`src/rtl/pgchain_pkg.sv`:
```
package pgchain_pkg;
  typedef enum logic [1:0] {
    OP_IDLE  = 2'b00,
    OP_WRITE = 2'b01
  } op_e;

  typedef enum logic [1:0] {
    S_IDLE  = 2'b00,
    S_ISSUE = 2'b01,
    S_POLL  = 2'b10
  } seq_state_e;
endpackage

```
`src/rtl/pgchain_link_fn.sv`:
```
module pgchain_link_fn #(
  parameter int ADDR_W = 8,
  parameter int DATA_W = 8
) (
  input  logic [ADDR_W-1:0] idx,
  input  logic [ADDR_W-1:0] split,
  input  logic [ADDR_W-1:0] final_idx,
  output logic [DATA_W-1:0] link
);
  localparam logic [DATA_W-1:0] END_MARK = '1;

  logic [ADDR_W-1:0] idx_inc;
  logic [ADDR_W-1:0] split_dec;

  assign idx_inc   = idx + 1'b1;
  assign split_dec = split - 1'b1;

  // loop closure wins over the plain successor; terminator sits at split-1
  always_comb begin
    if (idx == final_idx)
      link = DATA_W'(split);
    else if (idx == split_dec)
      link = END_MARK;
    else
      link = DATA_W'(idx_inc);
  end
endmodule

```
`src/rtl/pgchain_table.sv`:
```
module pgchain_table #(
  parameter int ADDR_W = 8,
  parameter int DATA_W = 8
) (
  input  logic              clk,
  input  logic              wr_en,
  input  logic [ADDR_W-1:0] wr_addr,
  input  logic [DATA_W-1:0] wr_data,
  input  logic [ADDR_W-1:0] rd_addr,
  output logic [DATA_W-1:0] rd_data
);
  localparam int DEPTH = 1 << ADDR_W;

  logic [DATA_W-1:0] mem [DEPTH];

  always_ff @(posedge clk) begin
    if (wr_en)
      mem[wr_addr] <= wr_data;
    rd_data <= mem[rd_addr];
  end
endmodule

```
`src/rtl/pgchain_cmd_port.sv`:
```
module pgchain_cmd_port
  import pgchain_pkg::*;
#(
  parameter int ADDR_W = 8,
  parameter int DATA_W = 8,
  parameter int LAT_W  = 4
) (
  input  logic              clk,
  input  logic              rst_n,
  input  logic              cmd_valid,
  input  logic [ADDR_W-1:0] cmd_addr,
  input  logic [DATA_W-1:0] cmd_data,
  input  op_e               cmd_op,
  input  logic [LAT_W-1:0]  busy_lat,
  output op_e               stat_op,
  output logic              wr_en,
  output logic [ADDR_W-1:0] wr_addr,
  output logic [DATA_W-1:0] wr_data
);
  op_e               op_q;
  logic [LAT_W-1:0]  cnt_q;
  logic [ADDR_W-1:0] addr_q;
  logic [DATA_W-1:0] data_q;

  always_ff @(posedge clk) begin
    if (!rst_n) begin
      op_q   <= OP_IDLE;
      cnt_q  <= '0;
      addr_q <= '0;
      data_q <= '0;
    end else if (cmd_valid && cmd_op == OP_WRITE) begin
      op_q   <= OP_WRITE;
      cnt_q  <= busy_lat;
      addr_q <= cmd_addr;
      data_q <= cmd_data;
    end else if (op_q == OP_WRITE) begin
      if (cnt_q == '0)
        op_q <= OP_IDLE;
      else
        cnt_q <= cnt_q - 1'b1;
    end
  end

  assign stat_op = op_q;
  assign wr_en   = (op_q == OP_WRITE) && (cnt_q == '0);
  assign wr_addr = addr_q;
  assign wr_data = data_q;

  // an accepted write command makes the field read busy next cycle
  assert_cmd_goes_busy_R2: assert property (@(posedge clk) disable iff (!rst_n)
    (cmd_valid && cmd_op == OP_WRITE) |=> (stat_op == OP_WRITE));

  // the field only returns to idle right after the table was written
  assert_idle_after_write_R2: assert property (@(posedge clk) disable iff (!rst_n)
    ($past(stat_op) == OP_WRITE && stat_op == OP_IDLE) |-> $past(wr_en));
endmodule

```
`src/rtl/pgchain_seq.sv`:
```
module pgchain_seq
  import pgchain_pkg::*;
#(
  parameter int ADDR_W     = 8,
  parameter int DATA_W     = 8,
  parameter int POLL_LIMIT = 8
) (
  input  logic              clk,
  input  logic              rst_n,
  input  logic              start,
  input  logic [ADDR_W-1:0] boundary,
  input  logic [ADDR_W-1:0] last_idx,
  input  logic [DATA_W-1:0] link_data,
  input  op_e               stat_op,
  output logic [ADDR_W-1:0] cur_idx,
  output logic [ADDR_W-1:0] split_q,
  output logic [ADDR_W-1:0] final_q,
  output logic              cmd_valid,
  output logic [ADDR_W-1:0] cmd_addr,
  output logic [DATA_W-1:0] cmd_data,
  output op_e               cmd_op,
  output logic              busy,
  output logic              done,
  output logic              fail,
  output logic [ADDR_W-1:0] fail_addr
);
  localparam int PCNT_W = $clog2(POLL_LIMIT + 2);
  localparam logic [PCNT_W-1:0] PLIM = PCNT_W'(POLL_LIMIT);

  seq_state_e        state_q;
  logic [PCNT_W-1:0] pcnt_q;

  always_ff @(posedge clk) begin
    if (!rst_n) begin
      state_q   <= S_IDLE;
      cur_idx   <= '0;
      split_q   <= '0;
      final_q   <= '0;
      pcnt_q    <= '0;
      done      <= 1'b0;
      fail      <= 1'b0;
      fail_addr <= '0;
    end else begin
      done <= 1'b0;
      case (state_q)
        S_IDLE: begin
          if (start) begin
            split_q <= boundary;
            final_q <= last_idx;
            cur_idx <= '0;
            fail    <= 1'b0;
            state_q <= S_ISSUE;
          end
        end
        S_ISSUE: begin
          pcnt_q  <= '0;
          state_q <= S_POLL;
        end
        S_POLL: begin
          if (stat_op == OP_IDLE) begin
            if (cur_idx == final_q) begin
              done    <= 1'b1;
              state_q <= S_IDLE;
            end else begin
              cur_idx <= cur_idx + 1'b1;
              state_q <= S_ISSUE;
            end
          end else if (pcnt_q >= PLIM) begin
            fail      <= 1'b1;
            fail_addr <= cur_idx;
            state_q   <= S_IDLE;
          end else begin
            pcnt_q <= pcnt_q + 1'b1;
          end
        end
        default: state_q <= S_IDLE;
      endcase
    end
  end

  assign busy      = (state_q != S_IDLE);
  assign cmd_valid = (state_q == S_ISSUE);
  assign cmd_addr  = cur_idx;
  assign cmd_data  = link_data;
  assign cmd_op    = OP_WRITE;

  // every command after the first follows an idle poll of the previous write
  assert_issue_after_idle_R7: assert property (@(posedge clk) disable iff (!rst_n)
    (cmd_valid && cur_idx != '0) |-> ($past(stat_op) == OP_IDLE));

  // the latched indices do not move while a run is active
  assert_start_ignored_R9: assert property (@(posedge clk) disable iff (!rst_n)
    busy |=> ($stable(split_q) && $stable(final_q)));

  // done is a single-cycle pulse
  assert_done_pulse_R10: assert property (@(posedge clk) disable iff (!rst_n)
    done |=> !done);

  // fail holds until a new start
  assert_fail_sticky_R10: assert property (@(posedge clk) disable iff (!rst_n)
    (fail && !start) |=> fail);

  // an aborted run never reports completion
  assert_no_done_on_fail_R8: assert property (@(posedge clk) disable iff (!rst_n)
    !(done && fail));
endmodule

```
`src/rtl/pgchain_init.sv`:
```
module pgchain_init
  import pgchain_pkg::*;
#(
  parameter int ADDR_W     = 8,
  parameter int DATA_W     = 8,
  parameter int LAT_W      = 4,
  parameter int POLL_LIMIT = 8
) (
  input  logic              clk,
  input  logic              rst_n,
  input  logic              start,
  input  logic [ADDR_W-1:0] boundary,
  input  logic [ADDR_W-1:0] last_idx,
  input  logic [LAT_W-1:0]  busy_lat,
  output logic              busy,
  output logic              done,
  output logic              fail,
  output logic [ADDR_W-1:0] fail_addr,
  input  logic [ADDR_W-1:0] rd_addr,
  output logic [DATA_W-1:0] rd_data
);
  logic [ADDR_W-1:0] cur_idx, split_q, final_q;
  logic [DATA_W-1:0] link_data;
  logic              cmd_valid;
  logic [ADDR_W-1:0] cmd_addr;
  logic [DATA_W-1:0] cmd_data;
  op_e               cmd_op;
  op_e               stat_op;
  logic              wr_en;
  logic [ADDR_W-1:0] wr_addr;
  logic [DATA_W-1:0] wr_data;

  pgchain_link_fn #(.ADDR_W(ADDR_W), .DATA_W(DATA_W)) u_link (
    .idx(cur_idx), .split(split_q), .final_idx(final_q), .link(link_data)
  );

  pgchain_seq #(.ADDR_W(ADDR_W), .DATA_W(DATA_W), .POLL_LIMIT(POLL_LIMIT)) u_seq (
    .clk(clk), .rst_n(rst_n), .start(start), .boundary(boundary),
    .last_idx(last_idx), .link_data(link_data), .stat_op(stat_op),
    .cur_idx(cur_idx), .split_q(split_q), .final_q(final_q),
    .cmd_valid(cmd_valid), .cmd_addr(cmd_addr), .cmd_data(cmd_data),
    .cmd_op(cmd_op), .busy(busy), .done(done), .fail(fail),
    .fail_addr(fail_addr)
  );

  pgchain_cmd_port #(.ADDR_W(ADDR_W), .DATA_W(DATA_W), .LAT_W(LAT_W)) u_port (
    .clk(clk), .rst_n(rst_n), .cmd_valid(cmd_valid), .cmd_addr(cmd_addr),
    .cmd_data(cmd_data), .cmd_op(cmd_op), .busy_lat(busy_lat),
    .stat_op(stat_op), .wr_en(wr_en), .wr_addr(wr_addr), .wr_data(wr_data)
  );

  pgchain_table #(.ADDR_W(ADDR_W), .DATA_W(DATA_W)) u_table (
    .clk(clk), .wr_en(wr_en), .wr_addr(wr_addr), .wr_data(wr_data),
    .rd_addr(rd_addr), .rd_data(rd_data)
  );
endmodule

```
`config.mk`:
```
export PLATFORM = sky130hd
export DESIGN_NAME = pgchain_init
export DESIGN_NICKNAME = d
export VERILOG_FILES = /design/src/rtl/pgchain_pkg.sv /design/src/rtl/pgchain_link_fn.sv /design/src/rtl/pgchain_table.sv /design/src/rtl/pgchain_cmd_port.sv /design/src/rtl/pgchain_seq.sv /design/src/rtl/pgchain_init.sv
export SDC_FILE = /design/constraint.sdc
export NUM_CORES = 2
export LEC_CHECK = 0
export ABC_CLOCK_PERIOD_IN_PS = 4800
export BUFFER_PORTS_ARGS = -buffer_cell sky130_fd_sc_hd__buf_2
export CORE_UTILIZATION = 54
export DETAILED_ROUTE_END_ITERATION = 10
export PLACE_DENSITY = 0.75
export RECOVER_POWER = 50
export SLEW_MARGIN = 20
export SYNTH_ARGS = -nofsm -noshare
export SYNTH_HDL_FRONTEND = slang
export SYNTH_SLANG_ARGS = --single-unit
```
`constraint.sdc`:
```
create_clock -name clk -period 4.8 [get_ports clk]
set_input_delay 0.48 -clock clk [delete_from_list [all_inputs] [get_ports clk]]
set_output_delay 0.48 -clock clk [all_outputs]
set_load 0.02 [all_outputs]
```
==> results.json <==
{
  "cts.clk_slew.worst_paths_ps": 60,
  "setup_tns_ps": 0,
  "ys_ff_latch": 2117,
  "nets": 4333,
  "cp_top_family": "buffers and inverters",
  "crit_fanout": 165,
  "ys_async_sr_fraction": 0,
  "clock_latency_ps": 830,
  "grt_pass1_vias": 42400,
  "synth_top_area_share": 0.742,
  "crit_required_ps": 4940,
  "r2r_slack_ps": 570,
  "cts_buffer_depth": 3,
  "cpMaxStageDelayCell": "buf_2",
  "setup_violations": 0,
  "startpoint": "u_port.wr_data[3]$_SDFFE_PN0P_",
  "reg2regPathDepth": 1,
  "wire_per_inst_microns": 31.0,
  "worstSetupEndpointType": "register",
  "cts_setup_buffers": 0,
  "htree_num_levels": 4,
  "maxCapViolCount": 15,
  "synth_seq_area_share": 0.759,
  "netlist_top_cells_area": "edfxtp_1, mux4_2, mux2i_1",
  "min_path_type": "input port to register",
  "vias": 42600,
  "slew_violations": 1420,
  "syn_area_sq_um": 82800,
  "hold_path_depth": 5,
  "cpPeakStageDelay_ps": 2390,
  "setup_slack_ps": 571,
  "ir_drop_mv": 0.468,
  "cp.arrival_ps": 4370,
  "skew_ps": 30.7,
  "holdPathEnd": "u_seq.state_q[0]$_SDFFE_PN0P_",
  "first_iter_violations": 5325,
  "die_w_microns": 394,
  "hold_viol": 0,
  "via_per_inst": 6.57,
  "routed_wl_microns": 201000,
  "worstPathCellList": "buf_2",
  "hold_ws_ps": 221,
  "cts_sinks": 2117,
  "synth-edff-count": 2048,
  "crit_type": "register to register",
  "dr.pass1.iters": 6,
  "rows": 143,
  "grt_usage": 0.259,
  "power-per-cell-area_nw_per_um2": 436,
  "synth_cell_type_count": 70,
  "hp-start": "start",
  "pre_cts_slack_ps": 516,
  "timing.rr.end": "u_table.mem[8][3]$_DFFE_PP_",
  "yosysTopAreaCell": "edfxtp_1",
  "drive_gt1_frac": 0.192,
  "gp_congestion": 0.872,
  "slew_headroom": -1.30,
  "p_leak_nw": 29.1,
  "area_delta_synth_final_pct": 10.6,
  "yosysWarnings": 0,
  "r2r-start": "u_port.wr_data[3]$_SDFFE_PN0P_",
  "overflow": 0,
  "rsz0062_at_grt": "no",
  "synth.avg_cell_area_sq_um": 19.9,
  "pin_count": 50,
  "status": "finished with violations",
  "layout_commonest_cell": "edfxtp_1",
  "ant_nets": 0,
  "cts-hold-fix-buffers": 20,
  "syn_nets": 4204,
  "p_total_mw": 39.9,
  "cts_tree": "yes",
  "ys.flop_type": "edfxtp_1",
  "critPathBufInv": 1,
  "fp.dieArea_sq_um": 155000,
  "grt_pass1_wl_microns": 291000,
  "start_util": 0.545,
  "cts.repair.resized": 0,
  "startpoint_type": "register",
  "antenna_found_initial": 8,
  "postSynthCellCount": 4163,
  "fmax_mhz": 236,
  "io_buffers": 49,
  "most-common-layout-cells": "edfxtp_1, mux4_2, nor2_1",
  "register_area_sq_um": 62900,
  "finalCritPeriodShare": 0.881,
  "tightest_slew_ps": 3440,
  "clock-root-buffer": "clkbuf_16",
  "failed_checks": "max-capacitance violations, max-slew violations",
  "multi_input_area_sq_um": 18300,
  "period_needed_ps": 4230,
  "n_fill_cell": 10400,
  "grt_max_degree": 199,
  "cts_inserted_buffers": 195,
  "coreArea_sq_um": 152000,
  "dp_hpwl_microns": 119000,
  "drc": 0,
  "die_h_microns": 394
}
[synth_stat cells (all sizes together) (4+ instances only)]
library cell  count
a21boi           19
nand3b           11
a2111oi           4
a31oi            10
or3               6
o21a              4
mux2              6
nand3            23
xor2              5
ha               10
a21oi            98
dfxtp            69
or2               6
nor2            307
a21o              6
nor3b             6
inv              17
a211oi           17
nor2b            43
nand2b           16
o32ai             4
mux4            420
edfxtp         2048
a22oi           114
and2             14
nand4             7
nor4             16
buf             145
mux2i           210
nand2           101
a22o             29
o21ai            42
and3              5
clkbuf          109
xnor2            18
a221oi           24
o31ai             6
o221ai           49
nor3             40
o22ai            49
o211ai            8
[power by group]
group	switching [mW]	total, mW	internal, mW
Sequential	0.311	21.8	21.5
Combinational	2.06	2.79	0.727
Clock	6.69	15.4	8.67
[worst max path at each step]
stage | to | slack (ps) | cells after the start
2_1_floorplan | u_table.mem[0][7]$_DFFE_PP_ | 550 | 0
3_3_place_gp | u_table.rd_data[0]$_DFF_P_ | 530 | 8
3_5_place_dp | u_table.rd_data[0]$_DFF_P_ | 520 | 8
4_1_cts | u_table.mem[165][7]$_DFFE_PP_ | 1080 | 9
5_1_grt | u_port.wr_data[4]$_SDFFE_PN0P_ | 520 | 3
6_report | u_table.mem[8][3]$_DFFE_PP_ | 570 | 1
[logic make-up after synthesis]
family	Yosys count	share of synthesized area
mux	636	0.141
xor+xnor	23	0.00243
compound gates	499	0.0423
fa+ha+maj	10	0.00151
flops	2117	0.759
buf+inv	271	0.0202
simple gates	607	0.0333
[metal layers]
layer  wire length, microns  GRT usage
met5                     45          0
met4                   9540      0.116
met3                  21400     0.0589
met2                  95600      0.403
met1                  74800      0.353
[cell type report]
cell class / count / share of cell area
clock buffer: 248 / 0.0567
sequential: 2117 / 0.686
clock inverter: 113 / 0.0118
antenna: 2 / 0.0000546
multi-input combinational: 1775 / 0.200
inverter: 17 / 0.000696
timing repair buffer: 186 / 0.0167
tap: 2030 / 0.0277
[registers in the layout (all words and copies together) (netlist names)]
register and count:
u_seq.fail 1, u_port.wr_data 8, u_port.stat_op 1, u_seq.pcnt_q 4
u_seq.final_q 8, u_port.wr_addr 8, u_seq.fail_addr 8, u_seq.split_q 8
u_table.mem 2048, u_seq.done 1, u_seq.state_q 2, u_port.cnt_q 4
u_table.rd_data 8, u_seq.cmd_addr 8
[stage by stage]
step	cells	instance area, sq um	utilization
2_1_floorplan	4163	82800	-
5_1_grt	6486	91600	0.603
3_3_place_gp	6104	85300	0.561
4_1_cts	6485	91800	0.603
6_report	6488	91600	0.603
3_5_place_dp	6104	85300	0.561
Note: power is estimated with default switching activity, not from simulation.
